**src/rtl/ddr2dec_pkg.sv**
```systemverilog
package ddr2dec_pkg;
  localparam int NCMD = 17;

  typedef enum logic [4:0] {
    C_MRS   = 5'd0,
    C_EMRS1 = 5'd1,
    C_EMRS2 = 5'd2,
    C_REF   = 5'd3,
    C_SELF  = 5'd4,
    C_SELFX = 5'd5,
    C_PRE   = 5'd6,
    C_PALL  = 5'd7,
    C_ACT   = 5'd8,
    C_WR    = 5'd9,
    C_WRA   = 5'd10,
    C_RD    = 5'd11,
    C_RDA   = 5'd12,
    C_NOP   = 5'd13,
    C_DESL  = 5'd14,
    C_PDEN  = 5'd15,
    C_PDEX  = 5'd16
  } cmd_e;

  typedef enum logic [1:0] {
    M_ACTIVE  = 2'd0,
    M_PWRDN   = 2'd1,
    M_SELFREF = 2'd2
  } pmode_e;
endpackage

```
**src/rtl/ddr2dec_cke_track.sv**
```systemverilog
module ddr2dec_cke_track (
  input  logic clk,
  input  logic rst_n,
  input  logic cke,
  output logic cke_prev
);
  // Resets high so the first sampled edge is not mistaken for an exit.
  always_ff @(posedge clk or negedge rst_n) begin
    if (!rst_n) cke_prev <= 1'b1;
    else        cke_prev <= cke;
  end
endmodule

```
**src/rtl/ddr2dec_classify.sv**
```systemverilog
module ddr2dec_classify
  import ddr2dec_pkg::*;
#(
  parameter int BANK_W = 3
) (
  input  logic              cs_n,
  input  logic              ras_n,
  input  logic              cas_n,
  input  logic              we_n,
  input  logic              cke,
  input  logic              cke_prev,
  input  logic [BANK_W-1:0] ba,
  input  logic              a10,
  input  pmode_e            mode,
  output logic              hit,
  output cmd_e              cmd,
  output logic              illegal,
  output logic              uses_bank
);
  logic hi_zero;
  logic bus_idle;
  logic [2:0] rcw;

  generate
    if (BANK_W > 2) begin : g_hi
      assign hi_zero = ~|ba[BANK_W-1:2];
    end else begin : g_nohi
      assign hi_zero = 1'b1;
    end
  endgenerate

  assign rcw      = {ras_n, cas_n, we_n};
  assign bus_idle = cs_n | (rcw == 3'b111);

  always_comb begin
    hit       = 1'b0;
    cmd       = C_NOP;
    illegal   = 1'b0;
    uses_bank = 1'b0;
    unique case ({cke_prev, cke})
      2'b11: begin
        if (cs_n) begin
          hit = 1'b1; cmd = C_DESL;
        end else begin
          unique case (rcw)
            3'b000: begin
              if (hi_zero && ba[1:0] == 2'b00)      begin hit = 1'b1; cmd = C_MRS;   end
              else if (hi_zero && ba[1:0] == 2'b01) begin hit = 1'b1; cmd = C_EMRS1; end
              else if (hi_zero && ba[1:0] == 2'b10) begin hit = 1'b1; cmd = C_EMRS2; end
              else illegal = 1'b1;
            end
            3'b001: begin hit = 1'b1; cmd = C_REF; end
            3'b010: begin
              hit = 1'b1;
              cmd = a10 ? C_PALL : C_PRE;
              uses_bank = ~a10;
            end
            3'b011: begin hit = 1'b1; cmd = C_ACT; uses_bank = 1'b1; end
            3'b100: begin hit = 1'b1; cmd = a10 ? C_WRA : C_WR; uses_bank = 1'b1; end
            3'b101: begin hit = 1'b1; cmd = a10 ? C_RDA : C_RD; uses_bank = 1'b1; end
            3'b110: illegal = 1'b1;
            default: begin hit = 1'b1; cmd = C_NOP; end
          endcase
        end
      end
      2'b10: begin
        if (bus_idle) begin
          hit = 1'b1; cmd = C_PDEN;
        end else if (rcw == 3'b001) begin
          hit = 1'b1; cmd = C_SELF;
        end else begin
          illegal = 1'b1;
        end
      end
      2'b01: begin
        if (bus_idle) begin
          hit = 1'b1;
          cmd = (mode == M_SELFREF) ? C_SELFX : C_PDEX;
        end else begin
          illegal = 1'b1;
        end
      end
      default: ;
    endcase
  end
endmodule

```
**src/rtl/ddr2dec_pwr_state.sv**
```systemverilog
module ddr2dec_pwr_state
  import ddr2dec_pkg::*;
(
  input  logic   clk,
  input  logic   rst_n,
  input  logic   hit,
  input  cmd_e   cmd,
  output pmode_e mode,
  output logic   pd_o,
  output logic   sr_o
);
  always_ff @(posedge clk or negedge rst_n) begin
    if (!rst_n) begin
      mode <= M_ACTIVE;
    end else if (hit) begin
      case (cmd)
        C_PDEN:         mode <= M_PWRDN;
        C_SELF:         mode <= M_SELFREF;
        C_PDEX, C_SELFX: mode <= M_ACTIVE;
        default: ;
      endcase
    end
  end

  // Status flags trail the mode by one clock (the entry/exit delay).
  always_ff @(posedge clk or negedge rst_n) begin
    if (!rst_n) begin
      pd_o <= 1'b0;
      sr_o <= 1'b0;
    end else begin
      pd_o <= (mode == M_PWRDN);
      sr_o <= (mode == M_SELFREF);
    end
  end

  p_flags_excl_r9: assert property (@(posedge clk) disable iff (!rst_n)
    !(pd_o && sr_o));
  p_pd_rise_r8: assert property (@(posedge clk) disable iff (!rst_n)
    (hit && cmd == C_PDEN) |-> ##2 pd_o);
  p_pd_fall_r9: assert property (@(posedge clk) disable iff (!rst_n)
    (hit && cmd == C_PDEX) |-> ##2 !pd_o);
  p_sr_rise_r9: assert property (@(posedge clk) disable iff (!rst_n)
    (hit && cmd == C_SELF) |-> ##2 sr_o);
endmodule

```
**src/rtl/ddr2_cmd_decoder.sv**
```systemverilog
module ddr2_cmd_decoder
  import ddr2dec_pkg::*;
#(
  parameter int BANK_W = 3
) (
  input  logic              clk,
  input  logic              rst_n,
  input  logic              cke,
  input  logic              cs_n,
  input  logic              ras_n,
  input  logic              cas_n,
  input  logic              we_n,
  input  logic [BANK_W-1:0] ba,
  input  logic              a10,
  output logic [NCMD-1:0]   cmd_oh,
  output logic [BANK_W-1:0] bank_o,
  output logic              illegal_o,
  output logic              pd_o,
  output logic              sr_o
);
  logic          cke_prev;
  logic          hit;
  logic          illegal;
  logic          uses_bank;
  cmd_e          cmd;
  pmode_e        mode;
  logic [NCMD-1:0] oh_nxt;

  ddr2dec_cke_track u_cke (
    .clk      (clk),
    .rst_n    (rst_n),
    .cke      (cke),
    .cke_prev (cke_prev)
  );

  ddr2dec_classify #(.BANK_W(BANK_W)) u_cls (
    .cs_n      (cs_n),
    .ras_n     (ras_n),
    .cas_n     (cas_n),
    .we_n      (we_n),
    .cke       (cke),
    .cke_prev  (cke_prev),
    .ba        (ba),
    .a10       (a10),
    .mode      (mode),
    .hit       (hit),
    .cmd       (cmd),
    .illegal   (illegal),
    .uses_bank (uses_bank)
  );

  ddr2dec_pwr_state u_pwr (
    .clk   (clk),
    .rst_n (rst_n),
    .hit   (hit),
    .cmd   (cmd),
    .mode  (mode),
    .pd_o  (pd_o),
    .sr_o  (sr_o)
  );

  generate
    for (genvar i = 0; i < NCMD; i++) begin : g_oh
      assign oh_nxt[i] = hit && (cmd == cmd_e'(i));
    end
  endgenerate

  always_ff @(posedge clk or negedge rst_n) begin
    if (!rst_n) begin
      cmd_oh    <= '0;
      bank_o    <= '0;
      illegal_o <= 1'b0;
    end else begin
      cmd_oh    <= oh_nxt;
      bank_o    <= (hit && uses_bank) ? ba : '0;
      illegal_o <= illegal;
    end
  end

  p_onehot_r12: assert property (@(posedge clk) disable iff (!rst_n)
    $onehot0(cmd_oh));
  p_ill_quiet_r11: assert property (@(posedge clk) disable iff (!rst_n)
    illegal_o |-> (cmd_oh == '0));
  p_cke_low_r10: assert property (@(posedge clk) disable iff (!rst_n)
    (!cke && !cke_prev) |=> (cmd_oh == '0 && !illegal_o));
  p_act_bank_r6: assert property (@(posedge clk) disable iff (!rst_n)
    cmd_oh[C_ACT] |-> (bank_o == $past(ba)));
  p_pall_bank_r5: assert property (@(posedge clk) disable iff (!rst_n)
    cmd_oh[C_PALL] |-> (bank_o == '0));
endmodule

```
**config.mk**
```make
export PLATFORM = sky130hd
export DESIGN_NAME = ddr2_cmd_decoder
export DESIGN_NICKNAME = d
export VERILOG_FILES = /design/src/rtl/ddr2dec_pkg.sv /design/src/rtl/ddr2dec_cke_track.sv /design/src/rtl/ddr2dec_classify.sv /design/src/rtl/ddr2dec_pwr_state.sv /design/src/rtl/ddr2_cmd_decoder.sv
export SDC_FILE = /design/constraint.sdc
export NUM_CORES = 1
export LEC_CHECK = 0
export BUFFER_PORTS_ARGS = -buffer_cell sky130_fd_sc_hd__buf_2
export CORE_MARGIN = 2
export CORE_UTILIZATION = 50
export DETAILED_ROUTE_END_ITERATION = 10
export HOLD_SLACK_MARGIN = 0.02
export PLACE_DENSITY = 0.77
export SLEW_MARGIN = 20
export SYNTH_ARGS = -nofsm -noshare
export SYNTH_HDL_FRONTEND = slang
export SYNTH_SLANG_ARGS = --single-unit
```
**constraint.sdc**
```tcl
create_clock -name clk -period 2.4 [get_ports clk]
set_clock_uncertainty 0.05 [all_clocks]
set_input_delay 0.36 -clock clk [delete_from_list [all_inputs] [get_ports clk]]
set_output_delay 0.36 -clock clk [all_outputs]
set_load 0.01 [all_outputs]
```
==> results.cfg <==
[cells_and_area]
final_area_mm2 = 0.00142
area_growth_syn_to_layout_pct = 18.6
nNetsFinal = 167
n_antenna_cell = 0
layout-drive-gt1-share = 0.284

[synthesis]
syn_area_mm2 = 0.00119
synth_top_area_share = 0.524
synth_top_area_cell = dfrtp_1
ys_seq_elements = 26
synth_fp_nets = 132
synthDistinctLibCells = 36
ys_dominant_reg_cell = dfrtp_1
avgSynthCellArea_um2 = 9.88
ys_seq_area_frac = 0.546
synth_edf_count = 0
synthArstFlopShare = 1.00
syn_inst = 121
synth.most_common_cell = dfrtp_1
synth_common_cells = 25 x dfrtp_1, 19 x nor2_1, 10 x nand2_1, 8 x nand2b_1, 5 x a21oi_1
synth_area_leaders = dfrtp_1 52%, nor2_1 6.0%, nand2b_1 4.2%
synth_warnings = 0

[placement]
place_area_mm2 = 0.00138
dp_hpwl_um = 1980
gp_congestion = 0.895
port_buffers = 33

[flow_run]
drv_cap = 0

[worst_setup_path]
crit_type = register to register
critPathCaptureType = register
path_max_fanout = 12
crit_required_ns = 2.60
crit_start = u_cke.cke_prev
crit_path_start_kind = register
arrival_ns = 2.17
timing.rr.start = u_cke.cke_prev

[outcome]
status = finished clean

[route]
vias = 1013
route.detailed.wl_per_inst_um = 14.1
routed_wl_um = 2580
drc = 0
viasPerCell = 5.54
drtIter0Drc = 11
dr.pass1.iters = 4
ant_nets = 0

[power]
ir_drop_mv = 0.285
power_density_mw_per_mm2 = 576
p_leak_nw = 0.729

[clock_network]
cts_hold_repair.buffers = 1
post-cts-setup-buffers = 0
post_cts_resized = 0
cts_buffer_depth = 2
path_clk_slew_ns = 0.13
cts.htree.levels = 1
cts_sinks = 26
cts_buffers = 3
root_buffer = clkbuf_4
cts_tree = done
clock_latency_ns = 0.31

[sta]
drv_slew = 0
fin_crit_sh = 0.825
tightest_slew_ns = 0.577
min_period_ns = 1.98
fmax_mhz = 505
rsz0062_at_grt = no
slew_headroom = 0.614
final-hold-violation-count = 0
finalSetupTns_ns = 0
setup-violations-final = 0
finalHoldWorstSlack_ns = 0.156

[floorplan]
dieArea_mm2 = 0.00280
core_area_mm2 = 0.00223
dieWidth_um = 52.9
die_y_um = 52.9
row_count = 17
initial_utilization = 0.535
ios = 34

[grt]
grt_start_max_net_pins = 27
grt_pass1_wl_um = 4080
grt_antenna_before_repair = 0
grt_util_all_layers = 0.211
grt_overflow_total = 0
grt_pass1_vias = 859

[hold_path]
worstHoldStart = cke
hp-class = primary input to register
[critical path, stage by stage, from the launching register on]
cell and delay (ns):
dfstp_2 0.68, nor4b_1 0.26, a211oi_1 0.17, a211o_1 0.32
or2_1 0.28, nor2_1 0.16
[area by class of cell]
class | count | area [um^2]
fill | 198 | 816
sequential | 26 | 652
multi-input combinational | 86 | 507
timing repair buffer | 35 | 183
tap | 28 | 35.0
clock buffer | 4 | 26.3
inverter | 4 | 15.0
[registers in the layout (all words and copies together), names as in the netlist]
register,cells
illegal_o,1
u_pwr.mode,2
u_pwr.sr_o,1
u_cke.cke_prev,1
bank_o,3
u_pwr.pd_o,1
cmd_oh,17
[metal layers]
metal	track usage	vias to the layer above	wire [um]
met5	0	-	0
met4	0.124	0	91
met3	0.0198	10	123
met2	0.342	49	1300
met1	0.273	468	1060
li1	-	486	-
[where the power goes]
part	total [W]	switching, W	internal (W)
clock network	0.000187	0.000122	0.0000650
registers	0.000476	0.0000116	0.000464
logic	0.000155	0.0000961	0.0000587
[final timing paths]
path / to / slack [ns] / cells past startpoint
worst max-delay path: cmd_oh[14] / 0.42 / 5
worst min-delay path: u_cke.cke_prev / 0.16 / 1
worst max register to register: cmd_oh[14] / 0.42 / 5
worst min register to register: u_pwr.pd_o / 0.40 / 1
max in group asynchronous: u_cke.cke_prev / 1.43 / 2
min in group asynchronous: u_pwr.sr_o / 0.50 / 2
[cells by family (layout without fill, tap and decap cells)]
family / after synthesis / in the layout / synth area share
AND/OR/NAND/NOR: 58 / 58 / 0.254
AO/OA/AOI/OAI: 26 / 26 / 0.153
flip-flops: 26 / 26 / 0.546
buffers and inverters: 9 / 43 / 0.0304
XOR/XNOR: 1 / 1 / 0.00733
multiplexers: 1 / 1 / 0.00942
[cell usage in the layout (no fill, tap or decap), drive strengths merged, types with 2 or more instances in the layout]
cell type and n:
a31oi 4, or2 3, nor3 3, clkbuf 4, nand2 10, o22ai 4
buf 34, nor4b 2, a211o 2, inv 4, dfrtp 25, o21ai 2
nand2b 9, a21oi 5, o211ai 2, and2 3, nor2 19, or3 2
nor2b 2
[metrics by stage]
| stage | setup WS, ns | util | cells | total power (W) |
|---|---|---|---|---|
| 6_report | 0.421 | 0.635 | 183 | 0.000817 |
| 5_1_grt | 0.294 | 0.635 | 183 | 0.000863 |
| 4_1_cts | 0.431 | 0.635 | 183 | 0.000825 |
| 3_5_place_dp | 0.238 | 0.618 | 178 | 0.000639 |
| 3_3_place_gp | 0.318 | 0.618 | 178 | 0.000633 |
| 2_1_floorplan | 0.568 | - | 121 | 0.000577 |
Power figures use the tool's default switching activity.
